===== src/rtl/gpio_pkg.sv =====
package gpio_pkg;

  // sensitivity codes per pin
  typedef enum logic [1:0] {
    SENS_FALL_LOW = 2'b00,
    SENS_RISE     = 2'b01,
    SENS_FALL     = 2'b10,
    SENS_BOTH     = 2'b11
  } sens_e;

  // register addresses
  localparam logic [2:0] A_DATA = 3'd0;
  localparam logic [2:0] A_DIR  = 3'd1;
  localparam logic [2:0] A_IEN  = 3'd2;
  localparam logic [2:0] A_SLO  = 3'd3;
  localparam logic [2:0] A_SHI  = 3'd4;
  localparam logic [2:0] A_PEND = 3'd5;

  // edge qualification for one pin
  function automatic logic edge_hit(sens_e s, logic prev, logic cur);
    logic rise, fall;
    rise = ~prev & cur;
    fall = prev & ~cur;
    case (s)
      SENS_RISE:     edge_hit = rise;
      SENS_FALL:     edge_hit = fall;
      SENS_BOTH:     edge_hit = rise | fall;
      default:       edge_hit = fall;
    endcase
  endfunction

  // level request for one pin
  function automatic logic level_hit(sens_e s, logic cur);
    level_hit = (s == SENS_FALL_LOW) && !cur;
  endfunction

  // read mux for the data address: latch on outputs, pin on inputs
  function automatic logic [7:0] data_view(logic [7:0] dir, logic [7:0] latch,
                                           logic [7:0] pins);
    data_view = (dir & latch) | (~dir & pins);
  endfunction

endpackage


===== src/rtl/gpio_sync.sv =====
module gpio_sync #(
  parameter int NPINS = 8
) (
  input  logic             clk,
  input  logic             rst_n,
  input  logic [NPINS-1:0] pin_in,
  output logic [NPINS-1:0] sync_q
);

  logic [NPINS-1:0] meta_q;

  for (genvar i = 0; i < NPINS; i++) begin : g_bit
    always_ff @(posedge clk) begin
      if (!rst_n) begin
        meta_q[i] <= 1'b0;
        sync_q[i] <= 1'b0;
      end else begin
        meta_q[i] <= pin_in[i];
        sync_q[i] <= meta_q[i];
      end
    end
  end

  // synchronized level trails the first stage by one cycle
  p_sync_delay_r3: assert property (@(posedge clk) disable iff (!rst_n)
    sync_q == $past(meta_q));

endmodule


===== src/rtl/gpio_regs.sv =====
module gpio_regs
  import gpio_pkg::*;
#(
  parameter int NPINS = 8,
  parameter int AW    = 3
) (
  input  logic               clk,
  input  logic               rst_n,
  input  logic               sel,
  input  logic               wr,
  input  logic [AW-1:0]      addr,
  input  logic [NPINS-1:0]   wdata,
  input  logic [NPINS-1:0]   sync_in,
  input  logic [NPINS-1:0]   pend_in,
  output logic [NPINS-1:0]   latch_q,
  output logic [NPINS-1:0]   dir_q,
  output logic [NPINS-1:0]   ien_q,
  output logic [2*NPINS-1:0] sens_q,
  output logic [NPINS-1:0]   clr_mask,
  output logic [NPINS-1:0]   rdata
);

  localparam int SW = 2 * NPINS;

  logic do_wr;
  logic wr_data, wr_dir, wr_ien, wr_slo, wr_shi, wr_pend;

  assign do_wr   = sel && wr;
  assign wr_data = do_wr && (addr == AW'(A_DATA));
  assign wr_dir  = do_wr && (addr == AW'(A_DIR));
  assign wr_ien  = do_wr && (addr == AW'(A_IEN));
  assign wr_slo  = do_wr && (addr == AW'(A_SLO));
  assign wr_shi  = do_wr && (addr == AW'(A_SHI));
  assign wr_pend = do_wr && (addr == AW'(A_PEND));

  assign clr_mask = wr_pend ? wdata : '0;

  always_ff @(posedge clk) begin
    if (!rst_n) begin
      latch_q <= '0;
      dir_q   <= '0;
      ien_q   <= '0;
      sens_q  <= '0;
    end else begin
      if (wr_data) latch_q <= wdata;
      if (wr_dir)  dir_q   <= wdata;
      if (wr_ien)  ien_q   <= wdata;
      if (wr_slo)  sens_q[NPINS-1:0]  <= wdata;
      if (wr_shi)  sens_q[SW-1:NPINS] <= wdata;
    end
  end

  always_comb begin
    rdata = '0;
    if (sel) begin
      case (addr)
        AW'(A_DATA): rdata = (dir_q & latch_q) | (~dir_q & sync_in);
        AW'(A_DIR):  rdata = dir_q;
        AW'(A_IEN):  rdata = ien_q;
        AW'(A_SLO):  rdata = sens_q[NPINS-1:0];
        AW'(A_SHI):  rdata = sens_q[SW-1:NPINS];
        AW'(A_PEND): rdata = pend_in;
        default:     rdata = '0;
      endcase
    end
  end

  // a direction write is visible the cycle after
  p_dir_write_r6: assert property (@(posedge clk) disable iff (!rst_n)
    wr_dir |=> dir_q == $past(wdata));

  // the latch only moves on a data write
  p_latch_hold_r4: assert property (@(posedge clk) disable iff (!rst_n)
    !wr_data |=> $stable(latch_q));

endmodule


===== src/rtl/gpio_evt.sv =====
module gpio_evt
  import gpio_pkg::*;
#(
  parameter int NPINS = 8
) (
  input  logic               clk,
  input  logic               rst_n,
  input  logic [NPINS-1:0]   sync_in,
  input  logic [NPINS-1:0]   dir_q,
  input  logic [NPINS-1:0]   ien_q,
  input  logic [2*NPINS-1:0] sens_q,
  input  logic [NPINS-1:0]   clr_mask,
  output logic [NPINS-1:0]   pend_q,
  output logic               irq
);

  logic [NPINS-1:0] prev_q;
  logic [NPINS-1:0] pin_en;
  logic [NPINS-1:0] evt;
  logic [NPINS-1:0] lvl;

  assign pin_en = ~dir_q & ien_q;

  for (genvar i = 0; i < NPINS; i++) begin : g_pin
    sens_e s_i;
    assign s_i    = sens_e'(sens_q[2*i +: 2]);
    assign evt[i] = pin_en[i] && edge_hit(s_i, prev_q[i], sync_in[i]);
    assign lvl[i] = pin_en[i] && level_hit(s_i, sync_in[i]);

    always_ff @(posedge clk) begin
      if (!rst_n) begin
        prev_q[i] <= 1'b0;
        pend_q[i] <= 1'b0;
      end else begin
        prev_q[i] <= sync_in[i];
        if (evt[i])           pend_q[i] <= 1'b1;
        else if (clr_mask[i]) pend_q[i] <= 1'b0;
      end
    end

    // a pending flag only rises on an enabled input pin
    p_pend_needs_en_r7: assert property (@(posedge clk) disable iff (!rst_n)
      $rose(pend_q[i]) |-> $past(pin_en[i]));

    // a clear without a competing event empties the flag
    p_clear_r12: assert property (@(posedge clk) disable iff (!rst_n)
      (clr_mask[i] && !evt[i]) |=> !pend_q[i]);

    // a qualified event always leaves the flag set
    p_set_r8: assert property (@(posedge clk) disable iff (!rst_n)
      evt[i] |=> pend_q[i]);
  end

  assign irq = (|pend_q) | (|lvl);

endmodule


===== src/rtl/gpio_port_irq.sv =====
module gpio_port_irq
  import gpio_pkg::*;
#(
  parameter int NPINS = 8,
  parameter int AW    = 3
) (
  input  logic             clk,
  input  logic             rst_n,
  input  logic             bus_sel,
  input  logic             bus_wr,
  input  logic [AW-1:0]    bus_addr,
  input  logic [NPINS-1:0] bus_wdata,
  output logic [NPINS-1:0] bus_rdata,
  input  logic [NPINS-1:0] pin_in,
  output logic [NPINS-1:0] pad_oe,
  output logic [NPINS-1:0] pad_out,
  output logic             irq
);

  logic [NPINS-1:0]   sync_w;
  logic [NPINS-1:0]   latch_w, dir_w, ien_w, clr_w, pend_w;
  logic [2*NPINS-1:0] sens_w;

  gpio_sync #(.NPINS(NPINS)) u_sync (
    .clk    (clk),
    .rst_n  (rst_n),
    .pin_in (pin_in),
    .sync_q (sync_w)
  );

  gpio_regs #(.NPINS(NPINS), .AW(AW)) u_regs (
    .clk      (clk),
    .rst_n    (rst_n),
    .sel      (bus_sel),
    .wr       (bus_wr),
    .addr     (bus_addr),
    .wdata    (bus_wdata),
    .sync_in  (sync_w),
    .pend_in  (pend_w),
    .latch_q  (latch_w),
    .dir_q    (dir_w),
    .ien_q    (ien_w),
    .sens_q   (sens_w),
    .clr_mask (clr_w),
    .rdata    (bus_rdata)
  );

  gpio_evt #(.NPINS(NPINS)) u_evt (
    .clk      (clk),
    .rst_n    (rst_n),
    .sync_in  (sync_w),
    .dir_q    (dir_w),
    .ien_q    (ien_w),
    .sens_q   (sens_w),
    .clr_mask (clr_w),
    .pend_q   (pend_w),
    .irq      (irq)
  );

  assign pad_oe  = dir_w;
  assign pad_out = latch_w;

  // a pin turning into an output keeps the preloaded level
  p_preload_r5: assert property (@(posedge clk) disable iff (!rst_n)
    ((pad_oe & ~$past(pad_oe) & (pad_out ^ $past(pad_out))) == '0));

endmodule


===== config.mk =====
export PLATFORM = sky130hd
export DESIGN_NAME = gpio_port_irq
export DESIGN_NICKNAME = d
export VERILOG_FILES = /design/src/rtl/gpio_pkg.sv /design/src/rtl/gpio_sync.sv /design/src/rtl/gpio_regs.sv /design/src/rtl/gpio_evt.sv /design/src/rtl/gpio_port_irq.sv
export SDC_FILE = /design/constraint.sdc
export NUM_CORES = 1
export LEC_CHECK = 0
export ABC_AREA = 0
export BUFFER_PORTS_ARGS = -buffer_cell sky130_fd_sc_hd__clkbuf_2
export CORE_MARGIN = 2
export CORE_UTILIZATION = 45
export CTS_BUF_LIST = sky130_fd_sc_hd__clkbuf_8
export DETAILED_ROUTE_END_ITERATION = 16
export HOLD_SLACK_MARGIN = 0.1
export RECOVER_POWER = 25
export SLEW_MARGIN = 20
export SYNTH_ARGS = -nofsm -noshare
export SYNTH_HDL_FRONTEND = slang
export SYNTH_SLANG_ARGS = --single-unit

===== constraint.sdc =====
create_clock -name clk -period 1.8 [get_ports clk]
set_clock_uncertainty 0.1 [all_clocks]
set_input_delay 0.09 -clock clk [delete_from_list [all_inputs] [get_ports clk]]
set_output_delay 0.09 -clock clk [all_outputs]
set_load 0.02 [all_outputs]

==> implementation parameters, run 1 <==
Parameter                              Value

Outcome
  Run status ... finished, violations left
  Failing checks ... setup timing

Routing
  Pre-antenna DRT Iters ... 4
  Routed wire length ... 9.578 mm
  DRC violations left ... 0
  Number of vias per cell ... 5.316
  Total vias in the final route ... 3025
  Detail-routed net length per standard cell ... 16.83 um
  DRT antenna net count ... 0
  Iteration-0 DRC count of the detailed router ... 89

Floorplan
  Std-Cell Core Area ... 7767 sq um
  I/O pin cnt ... 48
  Initial Util ... 46.59%
  Die area ... 8774 sq um
  Number of placement rows ... 32
  Die Y-Extent ... 93.67 um
  Die boundary width ... 93.67 um

Pwr
  Clock share of power ... 35.6%
  Worst vdd rail ir drop ... 0.4438 mV
  Power Density ... 668.2 nW/um^2
  Net Sw Power ... 771.5 uW
  Combinational Power Share ... 11.3%
  Leakage power of the design ... 0.001897 uW
  Proportion of total power due to net switching ... 24.84%
  Internal power summed over all cells ... 2335 uW
  Flop pwr share ... 53.1%

Critical path
  Crit Reg-Reg Startpoint ... u_sync.sync_q[3]
  Data required time of the worst path ... 1.61 ns
  Count of buffering cells on the critical path with inverters included ... 1
  Reg2reg path depth ... 6
  Worst endpoint data arrival time ... 1.62 ns
  Cell family with the largest share of critical-path delay ... simple AND/OR/NAND/NOR gates
  Category of the worst setup path launch point ... register
  Capturing element type of the critical path ... primary output
  Crit-path slowest cell ... nor4_1
  Worst-path maximum fanout ... 5
  Cells along the critical path ... nand2b_1, nor4_1, nor3_2, nand3_2, clkbuf_8
  Reg-to-Reg End ... u_evt.pend_q[3]
  Worst R2R Setup Slack ... 0.27 ns
  Slowest cell delay on critical path ... 0.40 ns
  CP Class ... reg -> out

Layout
  Ratio of cells with drive above 1 in the final layout ... 27.41%
  Final-layout fill cell count ... 716
  Antenna cell count ... 0
  Net count of the finished layout ... 504
  Layout-stage area growth over the synthesis result ... 28.46%
  Leading cell types in the layout, fill and taps excluded ... 58 x dfxtp_1, 42 x mux2i_1, 38 x nor2b_1, 38 x clkbuf_2, 27 x buf_4
  Most frequent standard cell in the layout excluding fill and tap cells ... dfxtp_1

STA
  Setup slack of the critical path after layout ... -0.005728 ns
  Final number of hold-violating endpoints ... 0
  Setup Viol. Count Final ... 1
  Setup TNS ... -0.005728 ns
  Max Clk Rate ... 553.8 MHz
  Total count of max-transition violations in the final report ... 0
  Final critical-path required period ... 1.806 ns
  Worst Max-Slew Pin Slew ... 0.9315 ns
  Headroom to the max-slew limit ... 37.90%
  Fin crit share ... 100.3%
  Unrepaired setup endpoints after global routing ... true
  Worst hold margin ... 0.1705 ns

Synthesis
  Number of unique standard cell types used by synthesis ... 38
  Mapped Area ... 3618 sq um
  Number of synthesized register bits ... 72
  Post-synth top area share ... 39.83%
  Top cells by area in the synthesized netlist ... dfxtp_1 40%, mux2i_1 12%, nor2b_1 6.6%
  Net count of the mapped netlist ... 421
  Gate count of the mapped netlist ... 382
  Sequential share of the synthesized area ... 39.83%
  Cell accounting for the most synthesized area ... dfxtp_1
  Yosys warning count ... 0
  Syn Area/Cell ... 9.472 sq um

Placement
  I/O Buffers ... 47
  Final GP Congestion ... 0.8474
  Post-detailed-placement half-perimeter wirelength ... 6.540 mm

CTS
  Register clock-pin slew on the reported worst setup and hold paths ... 0.07 ns
  Number of CTS-inserted buffers ... 9
  Clock tree sinks ... 72
  CTS root buf ... clkbuf_8
  TritonCTS clock tree ... yes
  Clock latency at the later pin of the worst-skew pair ... 0.35 ns
  Worst-case clock buffer depth ... 2
  Max H-tree Level ... 3

Hold path
  Capture endpoint of the worst hold path ... u_regs.latch_q[1]
  Hold wc startpoint ... bus_wr
  Hold depth ... 4
  Worst Hold Class ... in -> reg

Flow run
  MaxCap Viol Count ... 0

GRT
  Congestion Overflow GR ... 0
  Maximum number of pins on one net before global-route repair ... 38
  Vias in the first global route ... 2907
  Antenna violations before repair ... 0
  Total routing resource utilization after global routing ... 22.81%
  Wire length of the first global-routing pass ... 15.26 mm
## per-stage QoR
| stage | instance area (sq um) | util, % | instances | setup WS, ns | power [uW] |
|---|---|---|---|---|---|
| finish | 4648 | 59.84 | 569 | -0.005728 | 3106 |
| global route | 4648 | 59.84 | 569 | -0.05796 | 3229 |
| CTS | 4577 | 58.92 | 568 | 0.0002365 | 3122 |
| detailed placement | 4093 | 52.69 | 536 | 0.1518 | 1992 |
| global placement | 4093 | 52.69 | 536 | 0.1637 | 1988 |
| floorplan | 3618 | - | 382 | 0.3187 | 1862 |
## layout make-up
| class | instances | area, sq um | share of cell area, % |
|---|---|---|---|
| Clock buffer | 11 | 151.4 | 3.257 |
| Multi-Input combinational cell | 272 | 2138 | 46.00 |
| Timing Repair Buffer | 92 | 683.2 | 14.70 |
| Tap cell | 102 | 127.6 | 2.746 |
| Sequential cell | 72 | 1471 | 31.66 |
| Clock inverter | 2 | 8.758 | 0.1884 |
| Inverter | 18 | 67.56 | 1.454 |
## cell usage after synthesis (all sizes together)
cell,n
dfxtp,72
mux2i,43
nor2b,38
and2,26
nand2,21
inv,17
a21boi,16
ha,16
nand2b,16
a21oi,12
nand3,11
buf,10
clkbuf,10
nor4,10
o211ai,10
mux2,9
o21a,9
a22oi,5
o21ai,5
and3,4
a211oi,3
nor3,3
o22ai,3
a221oi,2
a31oi,2
and3b,2
nor2,2
clkinv,1
nor3b,1
o31a,1
o31ai,1
or3,1
## cell families (layout without fill, tap and decap cells)
kind of cell | Yosys count | after routing | synth area share [%]
and+or+nand+nor | 135 | 135 | 22.20
muxes | 52 | 52 | 14.70
DFF | 72 | 72 | 39.83
buffers and inverters | 38 | 123 | 4.668
adders and majority gates | 16 | 16 | 5.532
AOI/OAI and AO/OA | 69 | 69 | 13.07
## flip-flops by register name (all words and copies together), names as in the netlist
signal and count:
u_regs.latch_q 8, u_sync.meta_q 8, u_sync.sync_q 8, u_evt.pend_q 8, u_evt.prev_q 8, u_regs.ien_q 8
u_regs.sens_q 16, u_regs.dir_q 8
## layer usage
metal / routed length (um) / GRT usage (%) / vias to the layer above
li1: - / - / 1488
met1: 4547 / 30.90 / 1451
met2: 4464 / 36.81 / 74
met3: 418 / 4.655 / 12
met4: 148 / 6.763 / 0
met5: 0 / 0 / -
## power by group through the flow
stage          clock network [uW]  logic (uW)  registers, uW
6_report                     1100         352           1650
5_1_grt                      1190         383           1650
4_1_cts                      1120         349           1650
3_5_place_dp                    0         305           1690
3_3_place_gp                    0         302           1690
2_1_floorplan                   0         176           1690
## what timing repair did
item / 4_1_cts / 5_1_grt
pin swaps: 7 / 4
gates resized for setup: 36 / 27
buffers inserted: 3 / 1
hold buffers: 16 / 0
endpoints found under the setup margin: 8 / 8
endpoints found under the hold margin: 56 / 0
## worst reg2reg max path, stage by stage, from the launching register on
cell,delay (ns)
dfxtp_1,0.48
inv_1,0.08
ha_1,0.29
inv_1,0.06
mux2i_1,0.06
a211oi_1,0.25
o21a_1,0.15
## worst max-delay path by stage
stage,start,end,cells after the start
3_5_place_dp,bus_addr[0],u_regs.dir_q[0],7
6_report,u_regs.dir_q[5],irq,5
4_1_cts,u_regs.dir_q[3],bus_rdata[3],5
5_1_grt,u_regs.dir_q[2],irq,6
2_1_floorplan,u_regs.dir_q[3],bus_rdata[3],4
3_3_place_gp,bus_addr[0],u_regs.dir_q[5],7
(Power assumes the default switching activity.)
==> inputs of run 2 (changes only) <==
--- a/config.mk
+++ b/config.mk
@@ -13,7 +13,9 @@
 export DETAILED_ROUTE_END_ITERATION = 16
 export HOLD_SLACK_MARGIN = 0.1
 export RECOVER_POWER = 25
+export REMOVE_ABC_BUFFERS = 1
 export SLEW_MARGIN = 20
 export SYNTH_ARGS = -nofsm -noshare
 export SYNTH_HDL_FRONTEND = slang
+export SYNTH_HIERARCHICAL = 1
 export SYNTH_SLANG_ARGS = --single-unit
==> constraint.sdc (replaced) <==
create_clock -name clk -period 2.2 [get_ports clk]
set_clock_uncertainty 0.1 [all_clocks]
set_input_delay 0.11 -clock clk [delete_from_list [all_inputs] [get_ports clk]]
set_output_delay 0.11 -clock clk [all_outputs]
set_load 0.02 [all_outputs]
==> implementation parameters, run 2 <==
Parameter                              Value

Outcome
  Run status ... completed (was finished, violations left)

GRT
  Total routing resource utilization after global routing ... 23.98% (was 22.81%)
  Maximum number of pins on one net before global-route repair ... 40 (was 38)
  Vias in the first global route ... 3131 (was 2907)
  Antenna violations before repair ... 0 (unchanged)
  Congestion Overflow GR ... 0 (unchanged)
  Wire length of the first global-routing pass ... 16.60 mm (was 15.26 mm)

Layout
  Ratio of cells with drive above 1 in the final layout ... 20.25% (was 27.41%)
  Largest register by flop count ... u_regs/sens_q (was u_regs.sens_q)
  Layout-stage area growth over the synthesis result ... 16.60% (was 28.46%)
  Footprint of the multi-input gates ... 2087 sq um (was 2138 sq um)
  Final Instance Count excl. Fillers ... 594 (was 569)
  Final-layout fill cell count ... 758 (was 716)
  Combined flip-flop and latch cell area ... 1441 sq um (was 1471 sq um)
  Most frequent standard cell in the layout excluding fill and tap cells ... dfxtp_1 (unchanged)
  Antenna cell count ... 0 (unchanged)
  Leading cell types in the layout, fill and taps excluded ... 72 x dfxtp_1, 47 x clkbuf_2, 42 x nand3_1 (was 58 x dfxtp_1, 42 x mux2i_1, 38 x nor2b_1, 38 x clkbuf_2, 27 x buf_4)
  Max reg flops ... 16 (unchanged)
  Net count of the finished layout ... 523 (was 504)

CTS
  Postcts setup bufs ... 0 (was 3)
  Clock tree sinks ... 72 (unchanged)
  CTS root buf ... clkbuf_8 (unchanged)
  Max H-tree Level ... 3 (unchanged)
  Register clock-pin slew on the reported worst setup and hold paths ... 0.08 ns (was 0.07 ns)
  TritonCTS clock tree ... yes (unchanged)
  Post-cts resize count ... 0 (was 36)
  Worst-case clock buffer depth ... 2 (unchanged)
  Number of CTS-inserted buffers ... 9 (unchanged)
  Hold buffer count at cts ... 16 (unchanged)
  Clock latency at the later pin of the worst-skew pair ... 0.35 ns (about the same)

STA
  Setup TNS ... 0 ns (was -0.005728 ns)
  Worst hold margin ... 0.2701 ns (was 0.1705 ns)
  Setup Viol. Count Final ... 0 (was 1)
  Final critical-path required period ... 1.967 ns
  Final number of hold-violating endpoints ... 0 (unchanged)
  Fin crit share ... 89.40%
  Unrepaired setup endpoints after global routing ... false (was true)
  Worst Max-Slew Pin Slew ... 1.201 ns (was 0.9315 ns)
  Total count of max-transition violations in the final report ... 0 (unchanged)
  Headroom to the max-slew limit ... 19.95% (was 37.90%)
  Max Clk Rate ... 508.4 MHz

Placement
  Cells after DPL ... 562 (was 536)
  I/O Buffers ... 47 (unchanged)
  Post-detailed-placement half-perimeter wirelength ... 7.085 mm (was 6.540 mm)
  Final GP Congestion ... 0.9895 (was 0.8474)

Critical path
  Data required time of the worst path ... 1.99 ns (was 1.61 ns)
  Worst-path maximum fanout ... 5 (unchanged)
  Capturing element type of the critical path ... primary output (unchanged)
  Worst endpoint data arrival time ... 1.76 ns (was 1.62 ns)
  Category of the worst setup path launch point ... register (unchanged)
  CP Class ... reg -> out (unchanged)

Floorplan
  I/O pin cnt ... 48 (unchanged)
  Die Y-Extent ... 95.89 um (was 93.67 um)
  Die boundary width ... 95.89 um (was 93.67 um)
  Std-Cell Core Area ... 8217 sq um (was 7767 sq um)
  Die area ... 9195 sq um (was 8774 sq um)
  Number of placement rows ... 33 (was 32)
  Initial Util ... 46.25% (was 46.59%)

Routing
  Iteration-0 DRC count of the detailed router ... 243 (was 89)
  Number of vias per cell ... 5.731 (was 5.316)
  Total vias in the final route ... 3404 (was 3025)
  DRT antenna net count ... 0 (unchanged)
  Pre-antenna DRT Iters ... 6 (was 4)
  DRC violations left ... 0 (unchanged)
  Detail-routed net length per standard cell ... 17.52 um (was 16.83 um)
  Routed wire length ... 10.41 mm (was 9.578 mm)

Synthesis
  Most frequent cell after synthesis ... dfxtp_1 (unchanged)
  Mapped Area ... 3800 sq um (was 3618 sq um)
  Post-synth ARST share ... 0% (unchanged)
  Cell types with the highest counts after synthesis ... 72 x dfxtp_1, 42 x nand3_1, 40 x o21ai_0, 25 x a21boi_0, 22 x inv_1 (was 72 x dfxtp_1, 43 x mux2i_1, 38 x nor2b_1, 26 x and2_1, 20 x nand2_1)
  Number of unique standard cell types used by synthesis ... 46 (was 38)
  Number of synthesized register bits ... 72 (unchanged)
  Most used flip-flop cell after synthesis ... dfxtp_1 (unchanged)
  Gate count of the mapped netlist ... 426 (was 382)
  Sequential share of the synthesized area ... 37.93% (was 39.83%)
  EDFF count, synth ... 0 (unchanged)
  Yosys warning count ... 6 (was 0)
  Syn Area/Cell ... 8.920 sq um (was 9.472 sq um)
  Cell accounting for the most synthesized area ... dfxtp_1 (unchanged)
  Post-synth top area share ... 37.93% (was 39.83%)
  Top cells by area in the synthesized netlist ... dfxtp_1 38%, nand3_1 5.5%, ha_1 5.3% (was dfxtp_1 40%, mux2i_1 12%, nor2b_1 6.6%)

Pwr
  Worst vdd rail ir drop ... 0.3348 mV (was 0.4438 mV)
  Leakage power of the design ... 0.001688 uW (was 0.001897 uW)
  Total chip power ... 2709 uW (was 3106 uW)
  Power Density ... 611.4 nW/um^2 (was 668.2 nW/um^2)

Flow run
  MaxCap Viol Count ... 0 (unchanged)

Hold path
  Worst Hold Class ... in -> reg (unchanged)
[run 2: layer usage]
metal | track usage [%] | up-vias | share of wire (%)
met3 | 5.325 | 13 | 7.1
met1 | 33.32 | 1621 | 47
met2 | 37.30 | 136 | 45
li1 | - | 1634 | -
met4 | 6.905 | 0 | 1.0
met5 | 0 | - | 0
[run 2: power breakdown]
| group | internal, uW | switching, uW | total (uW) |
|---|---|---|---|
| clock | 582 | 506 | 1090 |
| sequential | 1330 | 21.7 | 1350 |
| combinational | 109 | 161 | 270 |
| total | 2020 | 689 | 2710 |
[run 2: cell families (layout without fill, tap and decap cells)]
| group | Yosys count | count (layout) | share of synthesized area (%) |
|---|---|---|---|
| simple gates | 142 | 142 | 22.62 |
| mux | 16 | 16 | 4.379 |
| compound gates | 130 | 130 | 22.65 |
| fa+ha+maj | 16 | 16 | 5.268 |
| flops | 72 | 72 | 37.93 |
| buf+inv | 50 | 113 | 7.145 |
[run 2: worst paths after layout]
kind	start	end	slack [ns]	cells past startpoint
worst min register to register	u_sync/meta_q[1]	u_sync/sync_q[1]	0.34	1
worst max register to register	u_sync/sync_q[5]	u_evt/pend_q[5]	0.75	6
worst max-delay path	u_regs/dir_q[0]	irq	0.23	5
worst min-delay path	bus_wr	u_regs/dir_q[3]	0.27	5
[run 2: worst max-delay path, stage by stage (launching register included)]
cell and delay (ns):
dfxtp_1 0.37, nand2b_1 0.18, nor4_1 0.47, nor4_1 0.10, nand3_1 0.11, clkbuf_2 0.17
[run 2: final cells by class]
class                   instances  area share (%)
clock inverters                 5           1.243
multi-input cells             304           47.11
flip-flops and latches         72           32.53
inverters                      22           1.864
clock buffers                  11           3.417
repair buffers                 75           10.87
well taps                     105           2.965
[run 2: through the flow]
step / utilization, % / setup slack, ns / area (sq um)
6_report: 53.92 / 0.2331 / 4431
5_1_grt: 53.92 / 0.1456 / 4431
4_1_cts: 54.12 / 0.2181 / 4447
3_5_place_dp: 49.66 / 0.5871 / 4080
3_3_place_gp: 49.66 / 0.5690 / 4080
2_1_floorplan: - / 0.8356 / 3611
